**src/rtl/seqctl_pkg.sv**
```systemverilog
// Shared types for the reset/load sequencer.
// Assumes: nothing beyond a single clock domain.
package seqctl_pkg;
    typedef enum logic [1:0] {
        ST_RESET = 2'd0,
        ST_LOAD  = 2'd1,
        ST_INIT  = 2'd2,
        ST_READY = 2'd3
    } seq_state_t;
endpackage

```
**src/rtl/seqctl_pin_sync.sv**
```systemverilog
// Two-flop synchronizer for the asynchronous active-low reset pin.
// Assumes: output reads as asserted (0) while power-on reset is held,
// so release always costs two clock edges.
module seqctl_pin_sync (
    input  logic clk,
    input  logic por_n,
    input  logic pin_n,
    output logic pin_ok
);
    logic stage1;

    // Shift the pin level through two flops.
    always_ff @(posedge clk) begin
        if (!por_n) begin
            stage1 <= 1'b0;
            pin_ok <= 1'b0;
        end else begin
            stage1 <= pin_n;
            pin_ok <= stage1;
        end
    end
endmodule

```
**src/rtl/seqctl_fsm.sv**
```systemverilog
// Sequencer state machine: RESET -> LOAD -> INIT -> READY.
// LOAD steps one store entry per accepted read; INIT waits INIT_CYCLES edges.
// Assumes: INIT_CYCLES >= 1, NREG >= 2, control bits only arrive in READY.
module seqctl_fsm
    import seqctl_pkg::*;
#(
    parameter int NREG        = 8,
    parameter int INIT_CYCLES = 16,
    parameter int IW          = $clog2(NREG)
) (
    input  logic          clk,
    input  logic          por_n,
    input  logic          pin_ok,
    input  logic          ctrl_hard,
    input  logic          ctrl_soft,
    input  logic          nvm_ready,
    output seq_state_t    state,
    output logic          nvm_valid,
    output logic          load_fire,
    output logic [IW-1:0] load_idx
);
    localparam int CW = $clog2(INIT_CYCLES + 1);
    localparam logic [IW-1:0] LAST_IDX  = IW'(NREG - 1);
    localparam logic [CW-1:0] LAST_WAIT = CW'(INIT_CYCLES - 1);

    logic [CW-1:0] wait_cnt;

    // Read request and accept strobe toward the store.
    always_comb begin
        nvm_valid = (state == ST_LOAD);
        load_fire = nvm_valid && nvm_ready;
    end

    // State, entry index and settle counter.
    always_ff @(posedge clk) begin
        if (!por_n || !pin_ok) begin
            state    <= ST_RESET;
            load_idx <= '0;
            wait_cnt <= '0;
        end else begin
            case (state)
                ST_RESET: begin
                    state    <= ST_LOAD;
                    load_idx <= '0;
                end
                ST_LOAD: begin
                    if (load_fire) begin
                        if (load_idx == LAST_IDX) begin
                            state    <= ST_INIT;
                            wait_cnt <= '0;
                        end else begin
                            load_idx <= load_idx + 1'b1;
                        end
                    end
                end
                ST_INIT: begin
                    if (wait_cnt == LAST_WAIT) state <= ST_READY;
                    else                       wait_cnt <= wait_cnt + 1'b1;
                end
                default: begin
                    if (ctrl_hard) begin
                        state <= ST_RESET;
                    end else if (ctrl_soft) begin
                        state    <= ST_INIT;
                        wait_cnt <= '0;
                    end
                end
            endcase
        end
    end

    // a stalled read keeps its index and stays in LOAD.
    a_r2_stall_hold: assert property (@(posedge clk) disable iff (!por_n)
        (state == ST_LOAD && !nvm_ready && pin_ok) |=> (state == ST_LOAD && $stable(load_idx)));

    // each accepted read below the last advances the index by one.
    a_r2_step_one: assert property (@(posedge clk) disable iff (!por_n)
        (load_fire && load_idx != LAST_IDX && pin_ok) |=> (load_idx == $past(load_idx) + 1'b1));

    // hard request in READY always goes to RESET, soft or not.
    a_r8_hard_wins: assert property (@(posedge clk) disable iff (!por_n)
        (state == ST_READY && ctrl_hard && pin_ok) |=> (state == ST_RESET));

    // soft-only request re-enters INIT without a load.
    a_r7_soft_to_init: assert property (@(posedge clk) disable iff (!por_n)
        (state == ST_READY && ctrl_soft && !ctrl_hard && pin_ok) |=> (state == ST_INIT));

    // a synchronized low pin forces RESET on the next edge.
    a_r10_pin_forces_reset: assert property (@(posedge clk) disable iff (!por_n)
        !pin_ok |=> (state == ST_RESET));
endmodule

```
**src/rtl/seqctl_regfile.sv**
```systemverilog
// Live configuration registers plus the self-clearing reset-request bits.
// Loaded from the store during LOAD; host access only while host_en is high.
// Assumes: control register sits at address NREG, bit0 hard, bit1 soft.
module seqctl_regfile #(
    parameter int NREG = 8,
    parameter int DW   = 8,
    parameter int AW   = $clog2(NREG + 1),
    parameter int IW   = $clog2(NREG)
) (
    input  logic          clk,
    input  logic          por_n,
    input  logic          clear,
    input  logic          load_fire,
    input  logic [IW-1:0] load_idx,
    input  logic [DW-1:0] load_data,
    input  logic          host_en,
    input  logic          host_we,
    input  logic          host_re,
    input  logic [AW-1:0] host_addr,
    input  logic [DW-1:0] host_wdata,
    output logic [DW-1:0] rd_data,
    output logic          ctrl_hard,
    output logic          ctrl_soft
);
    localparam logic [AW-1:0] CTRL_ADDR = AW'(NREG);

    logic [DW-1:0] regs [NREG];
    logic          wr_ok;

    // Host writes are accepted only while the interface is open.
    assign wr_ok = host_en && host_we;

    // Register storage: cleared in RESET, filled by the load, then host-written.
    always_ff @(posedge clk) begin
        for (int i = 0; i < NREG; i++) begin
            if (!por_n || clear)
                regs[i] <= '0;
            else if (load_fire && load_idx == IW'(i))
                regs[i] <= load_data;
            else if (wr_ok && host_addr == AW'(i))
                regs[i] <= host_wdata;
        end
    end

    // Reset-request bits live for exactly one cycle after the write.
    always_ff @(posedge clk) begin
        if (!por_n) begin
            ctrl_hard <= 1'b0;
            ctrl_soft <= 1'b0;
        end else if (wr_ok && host_addr == CTRL_ADDR) begin
            ctrl_hard <= host_wdata[0];
            ctrl_soft <= host_wdata[1];
        end else begin
            ctrl_hard <= 1'b0;
            ctrl_soft <= 1'b0;
        end
    end

    // Read mux: zero unless open and the address names a config register.
    always_comb begin
        rd_data = '0;
        if (host_en && host_re) begin
            for (int i = 0; i < NREG; i++) begin
                if (host_addr == AW'(i)) rd_data = regs[i];
            end
        end
    end

    // the soft bit never survives two cycles.
    a_r9_soft_selfclear: assert property (@(posedge clk) disable iff (!por_n)
        ctrl_soft |=> !ctrl_soft);

    // the hard bit never survives two cycles.
    a_r9_hard_selfclear: assert property (@(posedge clk) disable iff (!por_n)
        ctrl_hard |=> !ctrl_hard);
endmodule

```
**src/rtl/seqctl_top.sv**
```systemverilog
// Top of the power-up/reset sequencer: pin synchronizer, state machine and
// register file. Host port and clock enable open only in READY.
// Assumes: the store answers combinationally for the presented index.
module seqctl_top
    import seqctl_pkg::*;
#(
    parameter int NREG        = 8,
    parameter int DW          = 8,
    parameter int INIT_CYCLES = 16,
    parameter int AW          = $clog2(NREG + 1),
    parameter int NVM_AW      = $clog2(NREG)
) (
    input  logic              clk,
    input  logic              por_n,
    input  logic              rst_pin_n,
    input  logic              host_we,
    input  logic              host_re,
    input  logic [AW-1:0]     host_addr,
    input  logic [DW-1:0]     host_wdata,
    output logic [DW-1:0]     host_rdata,
    output logic              host_ready,
    output logic              busy,
    output logic              clk_out_en,
    output logic              nvm_rd_valid,
    output logic [NVM_AW-1:0] nvm_rd_addr,
    input  logic              nvm_rd_ready,
    input  logic [DW-1:0]     nvm_rd_data
);
    seq_state_t state;
    logic       pin_ok;
    logic       ctrl_hard;
    logic       ctrl_soft;
    logic       load_fire;

    seqctl_pin_sync u_sync (
        .clk    (clk),
        .por_n  (por_n),
        .pin_n  (rst_pin_n),
        .pin_ok (pin_ok)
    );

    seqctl_fsm #(
        .NREG        (NREG),
        .INIT_CYCLES (INIT_CYCLES),
        .IW          (NVM_AW)
    ) u_fsm (
        .clk       (clk),
        .por_n     (por_n),
        .pin_ok    (pin_ok),
        .ctrl_hard (ctrl_hard),
        .ctrl_soft (ctrl_soft),
        .nvm_ready (nvm_rd_ready),
        .state     (state),
        .nvm_valid (nvm_rd_valid),
        .load_fire (load_fire),
        .load_idx  (nvm_rd_addr)
    );

    seqctl_regfile #(
        .NREG (NREG),
        .DW   (DW),
        .AW   (AW),
        .IW   (NVM_AW)
    ) u_regs (
        .clk        (clk),
        .por_n      (por_n),
        .clear      (state == ST_RESET),
        .load_fire  (load_fire),
        .load_idx   (nvm_rd_addr),
        .load_data  (nvm_rd_data),
        .host_en    (host_ready),
        .host_we    (host_we),
        .host_re    (host_re),
        .host_addr  (host_addr),
        .host_wdata (host_wdata),
        .rd_data    (host_rdata),
        .ctrl_hard  (ctrl_hard),
        .ctrl_soft  (ctrl_soft)
    );

    // Status and gating outputs decoded from the sequencer state.
    always_comb begin
        host_ready = (state == ST_READY);
        busy       = !host_ready;
        clk_out_en = host_ready;
    end

    // read data stays zero whenever the sequencer is busy.
    a_r3_rdata_zero_busy: assert property (@(posedge clk) disable iff (!por_n)
        busy |-> (host_rdata == '0));

    // clocks are never enabled while a store read is pending.
    a_r4_no_clk_in_load: assert property (@(posedge clk) disable iff (!por_n)
        nvm_rd_valid |-> !clk_out_en);
endmodule

```
**config.mk**
```make
export PLATFORM = sky130hd
export DESIGN_NAME = seqctl_top
export DESIGN_NICKNAME = d
export VERILOG_FILES = /design/src/rtl/seqctl_pkg.sv /design/src/rtl/seqctl_pin_sync.sv /design/src/rtl/seqctl_fsm.sv /design/src/rtl/seqctl_regfile.sv /design/src/rtl/seqctl_top.sv
export SDC_FILE = /design/constraint.sdc
export NUM_CORES = 1
export LEC_CHECK = 0
export ABC_AREA = 1
export CORE_MARGIN = 2
export CORE_UTILIZATION = 55
export CTS_CLUSTER_SIZE = 14
export DETAILED_ROUTE_END_ITERATION = 16
export GPL_TIMING_DRIVEN = 0
export MAX_ROUTING_LAYER = met4
export PLACE_DENSITY = 0.77
export SLEW_MARGIN = 20
export SYNTH_ARGS = -nofsm -noshare
export SYNTH_HDL_FRONTEND = slang
export SYNTH_SLANG_ARGS = --single-unit
```
**constraint.sdc**
```tcl
create_clock -name clk -period 2.7 [get_ports clk]
set_input_delay 0.54 -clock clk [delete_from_list [all_inputs] [get_ports clk]]
set_output_delay 0.54 -clock clk [all_outputs]
set_load 0.1 [all_outputs]
```
* Yosys cells after proc, flatten, opt, wreduce, memory -nomap -nowiden
Memories as Yosys holds them, arrays and structs flattened. Cells that the tools add are included.
Cells by class: add/subtract/negate cells 2, $mul 0, divide/modulo/power cells 0, $lt $le $gt $ge 0, equal/unequal tests 25, shift-type cells 0, mux-type cells 98, bitwise logic cells 17, reductions and logical operators 35
Operators with widths (number):
- 2-to-1 mux 8 bit | 25
- 2-to-1 mux 1 bit | 58
- 2-to-1 mux 5 bit | 5
- logical AND 1 bit | 20
- equality test 4 x 3 -> 1 bit (second input constant) | 4
- OR 1 bit | 16
- one-hot mux 5 bit (3 select lines) | 1
- equality test 3 bit (second input constant) | 4
- 2-to-1 mux 2 bit | 5
- equality test 4 x 2 -> 1 bit (second input constant) | 2
- equality test 3 x 2 -> 1 bit (second input constant) | 2
- 2-to-1 mux 3 bit | 2
- != test 2 x 1 -> 1 bit (second input constant) | 3
- one-hot mux 2 bit (3 select lines) | 1
- one-hot mux 3 bit (2 select lines) | 1
- AND reduction 6 bit | 1
- adder 5 x 1 -> 5 bit (second input constant) | 1
- equality test 5 x 4 -> 1 bit (second input constant) | 1
- nonzero test 5 bit | 1
- equality test 2 bit (second input constant) | 2
- equality test 4 x 1 -> 1 bit (second input constant) | 1
- equality test 4 bit (second input constant) | 1
- logical NOT 4 bit | 1
- != test 2 bit (second input constant) | 2
- 14 further kinds | 17
Storage, ports and cells: flip-flop bits (word level) 14, latch bits 0, bits in writable memories 64, memory bits (read-only) 0, input bits 26, output and inout bits 15, logic and storage cells 185, memories kept 1
Memory list:
- u_regs.regs | depth 8, width 8, read ports 8, clocked after memory_dff 0, wr ports 8, RTL line seqctl_regfile.sv:27 | logic [DW-1:0] regs [NREG];

* Depth between registers and ports, before layout
Gate-level depths: netlist (run 1).
word-level depth 10, gate-level depth with buffers 9, depth with buffers taken out 9

* Cells and area by module
A second synthesis (run 1) with hierarchy kept.
Unflattened totals: cells, all modules 465, area, all modules 4161.5 µm²
By module, submodules not included:
- seqctl_regfile | times used 1, cells an instance 362, area each 3444.6 µm², seq. area each 1961.9 µm²
- seqctl_fsm | times used 1, cells an instance 93, area each 640.6 µm², seq. area each 200.2 µm²
- seqctl_pin_sync | times used 1, cells an instance 6, area each 55.1 µm², seq. area each 40.0 µm²
- seqctl_top | times used 1, cells an instance 4, area each 21.3 µm², seq. area each 0.0 µm²

* Worst setup path after synthesis (run 1)
Ideal clock, no wire load.
path kind register to output, start register u_fsm.state[0], end output host_rdata[5], data arrival time 2.450 ns, required time 2.160 ns, path slack -0.290 ns, stages on the path, launching flop included 6, buffers on the path 0, cells stage by stage dfxtp_1 -> ha_1 -> nand2_1 -> inv_1 -> o21ai_0 -> a21oi_2
On the way: word-level cells in the longest chain between the ends 3
RTL lines:
- start, declared | RTL line seqctl_fsm.sv:17 | output seq_state_t state,
- start signal, assigned | RTL line seqctl_fsm.sv:37 | state <= ST_RESET;
- start signal, assigned | RTL line seqctl_fsm.sv:43 | state <= ST_LOAD;
- start signal, assigned | RTL line seqctl_fsm.sv:49 | state <= ST_INIT;
- equality test 2 bit | RTL line seqctl_top.sv:83 | host_ready = (state == ST_READY);
- via clk_out_en | RTL line seqctl_top.sv:23 | output logic clk_out_en,
- logical AND 1 bit | RTL line seqctl_regfile.sv:62 | if (host_en && host_re) begin
- 2-to-1 mux 8 bit | RTL line seqctl_regfile.sv:62
- end, declared | RTL line seqctl_top.sv:20 | output logic [DW-1:0] host_rdata,
The timed path passes the listed nets, and every way through them passes these cells.

* Worst setup path after layout (run 1)
start input host_addr[3], end output host_rdata[1]
On the way: word-level cells in the longest chain between the ends 10, elaborated cells on any way between the ends 17, classes of those cells 7 x eq/ne; 9 x mux; 1 x reduce/logical
RTL lines:
- start, declared | RTL line seqctl_top.sv:18 | input logic [AW-1:0] host_addr,
- logical NOT 4 bit | RTL line seqctl_regfile.sv:64 | if (host_addr == AW'(i)) rd_data = regs[i];
- 2-to-1 mux 8 bit (7 in series) | RTL line seqctl_regfile.sv:64
- 2-to-1 mux 8 bit (*) | RTL line seqctl_regfile.sv:64
- 2-to-1 mux 8 bit (*) | RTL line seqctl_regfile.sv:62
Every way passes the cells marked *; elsewhere a longest branch is shown, timed or not.

==> results of run 1 <==
layer usage:
layer	global-route usage (%)	part of all wire, %
met4	11.1	3.2
met2	44.4	46
met5	-	0
met1	38.9	39
met3	6.31	12
how the worst min path moves through the flow:
| stage | slack (ps) | start | endpoint | cells past startpoint |
|---|---|---|---|---|
| after floorplan | 390 | u_sync.stage1 | u_sync.pin_ok | 2 |
| after global placement | 390 | u_sync.stage1 | u_sync.pin_ok | 2 |
| after detailed placement | 410 | u_sync.stage1 | u_sync.pin_ok | 2 |
| after CTS | 430 | u_sync.stage1 | u_sync.pin_ok | 2 |
| after global routing | 440 | u_sync.stage1 | u_sync.pin_ok | 2 |
| final | 430 | u_sync.stage1 | u_sync.pin_ok | 2 |
kinds of logic after synthesis:
family | after synthesis | synth area share [%]
mux | 1 | 0.239
compound gates | 97 | 14.1
fa+ha+maj | 13 | 3.88
simple gates | 170 | 21.6
buf+inv | 83 | 7.75
flops | 78 | 52.5
worst max-delay path, stage by stage:
cell and delay, ps:
dlygate4sd2_1 260, nor2_2 150, buf_4 180, buf_6 170
nand3_1 100, nand3_1 140, nor2_2 60, nand4_1 90
nand2_1 60, inv_1 70, buf_6 220
power by group through the flow:
stage	clock network (W)	registers, W	logic, W
finish	0.000868	0.00132	0.000190
detailed placement	0	0.00134	0.000171
global placement	0	0.00134	0.000169
global route	0.000910	0.00132	0.000200
CTS	0.000862	0.00132	0.000181
floorplan	0	0.00134	0.0000887
sequential cells by signal, summed over array words and instances, names as in the netlist:
signal and flops:
u_regs.ctrl_soft 1, u_fsm.load_idx 3, u_sync.pin_ok 1, u_fsm.wait_cnt 5, u_regs.regs 64, u_regs.ctrl_hard 1, u_sync.stage1 1, u_fsm.state 2
cells in the mapped netlist (2+ instances only):
master	number	area share [%]
buf_2	2	0.24
o22ai_1	64	9.5
a211oi_1	4	0.72
nand3_2	3	0.72
clkinv_1	2	0.18
nand4_1	9	1.3
o21ai_0	2	0.24
o211ai_1	5	0.89
nor3_1	13	1.6
nand3_1	32	3.8
nor2_4	5	1.3
edfxtp_1	64	46
nand2_1	59	5.3
buf_4	2	0.36
nand3_4	3	1.3
ha_1	13	3.9
o21ai_1	7	0.83
nor2_1	36	3.2
a21oi_1	14	1.7
inv_1	71	6.4
inv_2	4	0.36
nand4_4	2	1.0
dfxtp_1	14	6.7
final cells by class:
cell class                 instances  share of cell area (%)
buffer                             4                   0.667
inverter                          79                    5.93
clock buffer                      11                    2.59
tap                               99                    2.45
timing repair buffer              53                    10.2
sequential                        78                    43.5
multi-input combinational        281                    33.5
clock inverter                     5                    1.16
layout by cell type, fill, tap and decap left out, types with 6 or more instances in the layout:
cell type        count
clkbuf_8             9
inv_1               71
clkdlybuf4s50_1     24
buf_4               17
edfxtp_1            64
nor2_1              33
ha_1                12
nand4_1              9
dfxtp_1             14
o22ai_1             64
nor3_1              13
a21oi_1             14
nand3_1             32
nand2_1             59
nor2_4               6
timing repair:
item                                    4_1_cts  5_1_grt
pin swaps                                     7        3
resized for setup                            68        8
setup buffers                                11        2
endpoints found under the setup margin       11        9
per-stage QoR:
step | setup TNS, ps | std cells | cell area (um^2) | util [%]
floorplan | 0 | 442 | 4210 | -
global placement | -9770 | 581 | 4730 | 64.5
detailed placement | -10880 | 581 | 4730 | 64.5
CTS | 0 | 608 | 5040 | 68.8
global route | -7.24 | 610 | 5070 | 69.1
finish | 0 | 610 | 5070 | 69.1
==> flow_metrics.tcl, run 1 <==
set metrics [dict create \
    num_io_pins 41 \
    power_w 0.00238 \
    ir_drop_mv 0.270 \
    layout.nets 545 \
    grt_use_total_pct 29.3 \
    ys_ff_latch 78 \
    switching_share_pct 24.0 \
    period_needed_ps 2590 \
    cts_tree "yes" \
    core_um2 7330 \
    yosysSeqAreaShare_pct 52.5 \
    crit_path_end "host_rdata[1]" \
    gp_congestion 0.865 \
    syn2layout_area_growth_pct 20.7 \
    cts_made_buffers 9 \
    slew_violations 0 \
    ant_nets 0 \
    ff2ff_setup_slack_ps 400 \
    clock_latency_ps 360 \
    fin_skew_ps 10.9 \
    path_clk_slew_ps 80 \
    antenna_found_initial 0 \
    via_per_inst 6.06 \
    synth_area_per_cell_um2 9.49 \
    antenna_cells 0 \
    drive_gt1_share_pct 14.1 \
    row_count 31 \
    ctsLongestPathBuffers 2 \
    die_w_um 91.4 \
    syn_nets 481 \
    outcome "complete, no violations" \
    synthFlopType "edfxtp_1" \
    switching_power_w 0.000571 \
    p_clk_share_pct 36.6 \
    fin_hold_ws_ps 427 \
    synth_edf_count 64 \
    multi_input_area_um2 1700 \
    grt_pass1_wl_um 17800 \
    worst_slew_pin_slew_ps 986 \
    synth.distinct_cells 35 \
    vias 3695 \
    cp_max_fo 10 \
    drt_wl_total_um 11500 \
    r2r_start "u_fsm.state[0]" \
    seqPwrFrac_pct 55.5 \
    synthCells 442 \
    fin_ws_ps 109 \
    drtPass1Iterations 5 \
    leakage_nw 2.07 \
    power.density_nw_per_um2 469 \
    crit_path_start_kind "primary input" \
    path_class "in2out" \
    wl_per_cell_um 18.8 \
    r2r_cells 5 \
    yosysWarnings 0 \
    drt_iter0_drc 456 \
    syn-cell-area_um2 4200 \
    critPathLaunch "host_addr[3]" \
    h-tree-depth 3 \
    place.port_buffers 40 \
    ctsHoldBuffers 0 \
    pre_cts_slack_ps -1200 \
    drc 0 \
    setup_viol 0 \
    seq_area_um2 2200 \
    initial_core_util_pct 57.2 \
    endpoint_kind "primary output" \
    post-dp-hpwl_um 7740 \
    regToRegEndpoint "u_regs.regs[0][12]" \
    nFillCells 554 \
    grt_start_max_net_pins 14 \
    cts_sinks 78 \
    dieArea_um2 8340 \
    max_freq_mhz 386 \
    relSlewSlack_pct 34.1 \
    grt_overflow 0 \
    grt_pass1_vias 3474 \
    hold_path_class "reg2reg" \
    fp.dieH_um 91.4 \
    hold_violations 0 \
    finalCritPeriodShare_pct 96.0 \
    async_reset_ff_share_pct 0 \
    drv_cap 0 \
    combPwrFrac_pct 8.0 \
    root_buffer "clkbuf_8" \
    intPower_w 0.00180 \
    crit_arrival_ps 2050 \
    required_ps 2160 \
]
(Power assumes the default switching activity.)
==> run 2: changes to the inputs <==
==> constraint.sdc (replaced) <==
create_clock -name clk -period 3 [get_ports clk]
set_input_delay 0.6 -clock clk [delete_from_list [all_inputs] [get_ports clk]]
set_output_delay 0.6 -clock clk [all_outputs]
set_load 0.1 [all_outputs]
==> run 2 against run 1 <==
Net effect:
- setup slack worse by 16 ps
- first-iteration DRC count decreased by 19%
- power is 7.1% lower
- non-clock buffer count up 1
- sequential power shrank 9.8%
- via count rose by 0.14%
- wire length grew 1.2%
- clock power shrank 2%
- sequential share of layout area fell by 0.25 points
- global-route usage shrank 0.090 points
- die area did not move
- clock skew is essentially flat
- critical endpoint is now host_rdata[3]
- highest routed layer unchanged
==> flow_metrics.tcl, run 2 (synthesis gave the netlist of run 1 again) <==
set metrics [dict create \
    power.density_nw_per_um2 433 \
    cts_tree "yes" \
    cts_made_buffers 9 \
    fin_skew_ps 10.4 \
    relSlewSlack_pct 34.8 \
    endpoint_kind "primary output" \
    clock_latency_ps 370 \
    row_count 31 \
    rsz0062_at_grt "yes" \
    dp_cells 581 \
    slew_violations 0 \
    wl_per_cell_um 19.0 \
    grt_start_max_net_pins 14 \
    post-dp-hpwl_um 7870 \
    final_cell_mix "inv_1, o22ai_1, edfxtp_1" \
    power_w 0.00221 \
    dieArea_um2 8340 \
    path_class "in2out" \
    setup_viol 0 \
    num_io_pins 41 \
    gp_congestion 0.871 \
    crit_arrival_ps 2310 \
    required_ps 2400 \
    layout.cells.non_filler 611 \
    max_freq_mhz 344 \
    grt_use_total_pct 29.2 \
    via_per_inst 6.06 \
    setup_tns_ps 0 \
    hold_violations 0 \
    drt_wl_total_um 11600 \
    r2r_start "u_fsm.state[0]" \
    r2r_cells 7 \
    crit_path_start_kind "primary input" \
    fin_hold_ws_ps 422 \
    largest-register "u_regs.regs" \
    hold_path_class "reg2reg" \
    whs_path_depth 2 \
    leakage_nw 2.08 \
    outcome "complete, no violations" \
    worst_path_max_delay_cell "clkdlybuf4s50_1" \
    h-tree-depth 3 \
    syn2layout_area_growth_pct 21.4 \
    finalCritPeriodShare_pct 96.9 \
    antenna_cells 0 \
    cp_max_fo 10 \
    utilization_pct 69.5 \
    layout.nets 546 \
    regToRegEndpoint "u_regs.regs[0][13]" \
    crit_buf_inv 5 \
    die_w_um 91.4 \
    drive_gt1_share_pct 12.9 \
    grt_pass1_vias 3506 \
    critPathTopFamily "buffers and inverters" \
    ant_nets 0 \
    core_um2 7330 \
    grt_overflow 0 \
    path_clk_slew_ps 80 \
    drtPass1Iterations 5 \
    ctsLongestPathBuffers 2 \
    place.port_buffers 40 \
    drv_cap 0 \
    initial_core_util_pct 57.2 \
    drc 0 \
    crit_chain "clkdlybuf4s50_1 > nand2_1 > nor2_4 > inv_4 > o21ai_1 > inv_1 > nand2_1 > inv_1 > buf_6" \
    drt_iter0_drc 371 \
    ir_drop_mv 0.256 \
    cts_sinks 78 \
    largest_reg_flops 64 \
    grt_pass1_wl_um 17600 \
    fp.dieH_um 91.4 \
    cpPeakStageDelay_ps 520 \
    ff2ff_setup_slack_ps 630 \
    antenna_found_initial 0 \
    vias 3700 \
    worstHoldStart "u_sync.stage1" \
    mostFrequentLayoutCell "inv_1" \
    largest_registers "u_regs.regs: 64 flops, u_fsm.wait_cnt: 5 flops, u_fsm.load_idx: 3 flops" \
    root_buffer "clkbuf_8" \
    period_needed_ps 2910 \
    worst_slew_pin_slew_ps 975 \
    nFillCells 539 \
    ctsHoldBuffers 0 \
    hold_end "u_sync.pin_ok" \
]
-- run 2: worst max-delay path by stage --
stage / start / to / depth (start not counted)
final: host_addr[2] / host_rdata[3] / 9
after CTS: host_addr[2] / host_rdata[7] / 9
after global routing: host_addr[2] / host_rdata[1] / 11
after floorplan: u_fsm.state[0] / host_rdata[0] / 7
after global placement: host_addr[2] / host_rdata[0] / 11
after detailed placement: host_addr[2] / host_rdata[0] / 11
-- run 2: stage by stage --
stage                     instance area, um^2  setup slack, ps
after global placement                   4730             -967
after CTS                                5040             28.9
final                                    5090             92.5
after global routing                     5090            0.405
after floorplan                          4200              158
after detailed placement                 4730            -1010
-- run 2: report_power, final --
part	leakage (nW)	switching [W]	internal [W]	total, W
registers	0.892	0.00000712	0.00118	0.00119
logic	1.08	0.000111	0.0000611	0.000173
clock network	0.109	0.000391	0.000458	0.000849
total	2.08	0.000510	0.00170	0.00221
-- run 2: worst reg2reg max path: stages, from the launching register on --
cell	delay, ps
dfxtp_1	390
inv_1	100
ha_1	220
inv_1	160
nand2_1	150
nor2_4	390
nand4_4	240
nand3_1	380
-- run 2: final cells by class --
| class | instances | area, um^2 | share of cell area, % |
|---|---|---|---|
| Clock buffer | 13 | 170 | 3.34 |
| Multi-Input combinational cell | 281 | 1680 | 33.0 |
| Inverter | 79 | 300 | 5.89 |
| Sequential cell | 78 | 2200 | 43.2 |
| Timing Repair Buffer | 54 | 542 | 10.6 |
| Clock inverter | 3 | 41.3 | 0.810 |
| Buffer | 4 | 33.8 | 0.663 |
| Tap cell | 99 | 124 | 2.43 |
-- run 2: repair_timing --
item | CTS | global route
pin swaps | 4 | 2
resized for setup | 56 | 7
endpoints found under the setup margin | 8 | 7
setup buffers | 10 | 4
-- run 2: routing by layer --
metal | wire, um | GRT usage [%] | up-vias
li1 | - | - | 1710
met1 | 4470 | 36.8 | 1697
met2 | 5320 | 44.6 | 244
met3 | 1250 | 5.06 | 49
met4 | 567 | 16.8 | 0
met5 | 0 | - | -
==> run 3: changes to the inputs <==
==> constraint.sdc (replaced) <==
create_clock -name clk -period 3.4 [get_ports clk]
set_input_delay 0.68 -clock clk [delete_from_list [all_inputs] [get_ports clk]]
set_output_delay 0.68 -clock clk [all_outputs]
set_load 0.1 [all_outputs]
==> run 3 against run 2 <==
Net effect:
- power is 14% lower
- critical path depth is 2 higher
- global-route usage is 0.45 points lower
- flip-flop and latch count stayed put
- setup slack better by 9.3 ps
- register-to-register slack better by 400 ps
- via count is 0.68% lower
- cell count is 1.1% lower
- first-iteration DRC count is 4.9% lower
- sequential share of layout area is 1.1 points higher
- combinational power is 17% lower
- die area stayed put
- largest cell class unchanged
- highest routed layer unchanged
==> flow_metrics.tcl, run 3 (synthesis gave the netlist of run 1 again) <==
set metrics [dict create \
    outcome "complete, no violations" \
    grt_pass1_wl_um 17400 \
    fin_ws_ps 102 \
    drt_iter0_drc 353 \
    grt_pass1_vias 3452 \
    met2_length_um 5250 \
    initial_core_util_pct 57.2 \
    r2r_start "u_fsm.state[0]" \
    ir_drop_mv 0.265 \
    core_um2 7330 \
    endpoint_kind "primary output" \
    hold_path_class "reg2reg" \
    relSlewSlack_pct 34.6 \
    root_buffer "clkbuf_8" \
    dieArea_um2 8340 \
    regToRegEndpoint "u_regs.regs[1][13]" \
    largest-register "u_regs.regs" \
    syn2layout_area_growth_pct 18.3 \
    place.port_buffers 40 \
    h-tree-depth 3 \
    required_ps 2720 \
    gp_congestion 0.893 \
    whs_path_depth 2 \
    largest_reg_flops 64 \
    die_w_um 91.4 \
    vias 3675 \
    power.density_nw_per_um2 384 \
    setup_tns_ps 0 \
    crit_buf_inv 5 \
    drc 0 \
    period_needed_ps 3300 \
    drtPass1Iterations 5 \
    power_w 0.00191 \
    ant_nets 0 \
    leakage_nw 2.02 \
    cp_max_fo 9 \
    placed_cell_area_um2 4720 \
    mostFrequentLayoutCell "inv_1" \
    hold_end "u_sync.pin_ok" \
    drv_cap 0 \
    drt_wl_total_um 11400 \
    crit_arrival_ps 2620 \
    fin_hold_ws_ps 436 \
    setup_viol 0 \
    r2r_cells 5 \
    antenna_cells 0 \
    worstHoldStart "u_sync.stage1" \
    grt_use_total_pct 28.7 \
    max_freq_mhz 303 \
    ctsHoldBuffers 0 \
    largest_registers "u_regs.regs: 64 flops, u_fsm.wait_cnt: 5 flops, u_fsm.load_idx: 3 flops" \
    finalCritPeriodShare_pct 97.0 \
    worst_slew_pin_slew_ps 977 \
    fin_area_um2 4970 \
    fp.dieH_um 91.4 \
    row_count 31 \
    cts_sinks 78 \
    final_cell_mix "inv_1, o22ai_1, edfxtp_1" \
    worst_path_max_delay_cell "clkdlybuf4s50_1" \
    cpPeakStageDelay_ps 660 \
    wl_per_cell_um 18.8 \
    nFillCells 575 \
    wl_met3_um 1260 \
    top_layer "met4" \
    grt_start_max_net_pins 14 \
    slew_violations 0 \
    path_clk_slew_ps 80 \
    drive_gt1_share_pct 11.7 \
    drt-met1-wl_um 4450 \
    crit_path_start_kind "primary input" \
    num_io_pins 41 \
    cts_tree "yes" \
    antenna_found_initial 0 \
    ctsLongestPathBuffers 2 \
    grt_overflow 0 \
    clock_latency_ps 360 \
    via_per_inst 6.08 \
    fin_skew_ps 7.46 \
    path_class "in2out" \
    cts_made_buffers 9 \
    post-dp-hpwl_um 7800 \
    seq_area_um2 2200 \
    hold_violations 0 \
    critPathTopFamily "buffers and inverters" \
    ff2ff_setup_slack_ps 1030 \
    layout.nets 539 \
    pre_cts_slack_ps -747 \
    crit_chain "clkdlybuf4s50_1 > inv_2 > nor2_4 > buf_4 > nand3_1 > nand3_1 > nor2_1 > nand4_1 > nand2_1 > inv_1 > buf_4" \
    multi_input_area_um2 1670 \
]
run 3: cell types whose count changed in the layout (fill, tap and decap cells not counted), moves of 2 or more:
cell	delta
buf_6	-8
dlygate4sd2_1	-2
buf_12	-2
clkbuf_4	+4
run 3: repair_timing:
item                       4_1_cts  5_1_grt
pin swaps                        0        3
gates resized for setup         44        7
setup endpoints to repair        8        6
buffers inserted                 0        7
run 3: worst max path at each step:
stage	slack, ps	to	startpoint	depth (start not counted)
CTS	10	host_rdata[4]	host_addr[2]	11
finish	100	host_rdata[6]	host_addr[0]	11
global route	-3	host_rdata[5]	host_addr[0]	10
floorplan	270	host_rdata[5]	u_fsm.state[0]	5
detailed placement	-750	host_rdata[5]	host_addr[1]	9
global placement	-730	host_rdata[5]	host_addr[1]	9
run 3: metal layers:
layer / up-vias / GRT usage [%]
li1: 1698 / -
met3: 39 / 6.72
met5: - / -
met2: 241 / 43.7
met4: 0 / 13.0
met1: 1697 / 36.8
run 3: final cells by class:
cell class              instances  share of cell area [%]
flip-flops and latches         78                    44.3
well taps                      99                    2.49
plain buffers                   4                   0.554
inverters                      79                    6.05
repair buffers                 47                    8.77
multi-input cells             281                    33.6
clock inverters                 2                   0.252
clock buffers                  14                    3.93
run 3: worst reg2reg max path, stage by stage (launching register included):
cell     delay (ps)
dfxtp_1         390
ha_1            290
nand2_1         270
nor2_4          450
nand3_4         200
nand3_1         410
run 3: stage by stage:
| step | utilization [%] | cells |
|---|---|---|
| 6_report | 67.7 | 604 |
| 5_1_grt | 67.7 | 604 |
| 4_1_cts | 66.8 | 597 |
| 3_5_place_dp | 64.4 | 581 |
| 3_3_place_gp | 64.4 | 581 |
| 2_1_floorplan | - | 442 |
run 3: report_power, final:
| part | total [W] | switching, W | internal [W] |
|---|---|---|---|
| Combinational | 0.000144 | 0.0000951 | 0.0000485 |
| Sequential | 0.00105 | 0.00000643 | 0.00104 |
| Clock | 0.000719 | 0.000345 | 0.000374 |
| Total | 0.00191 | 0.000447 | 0.00146 |
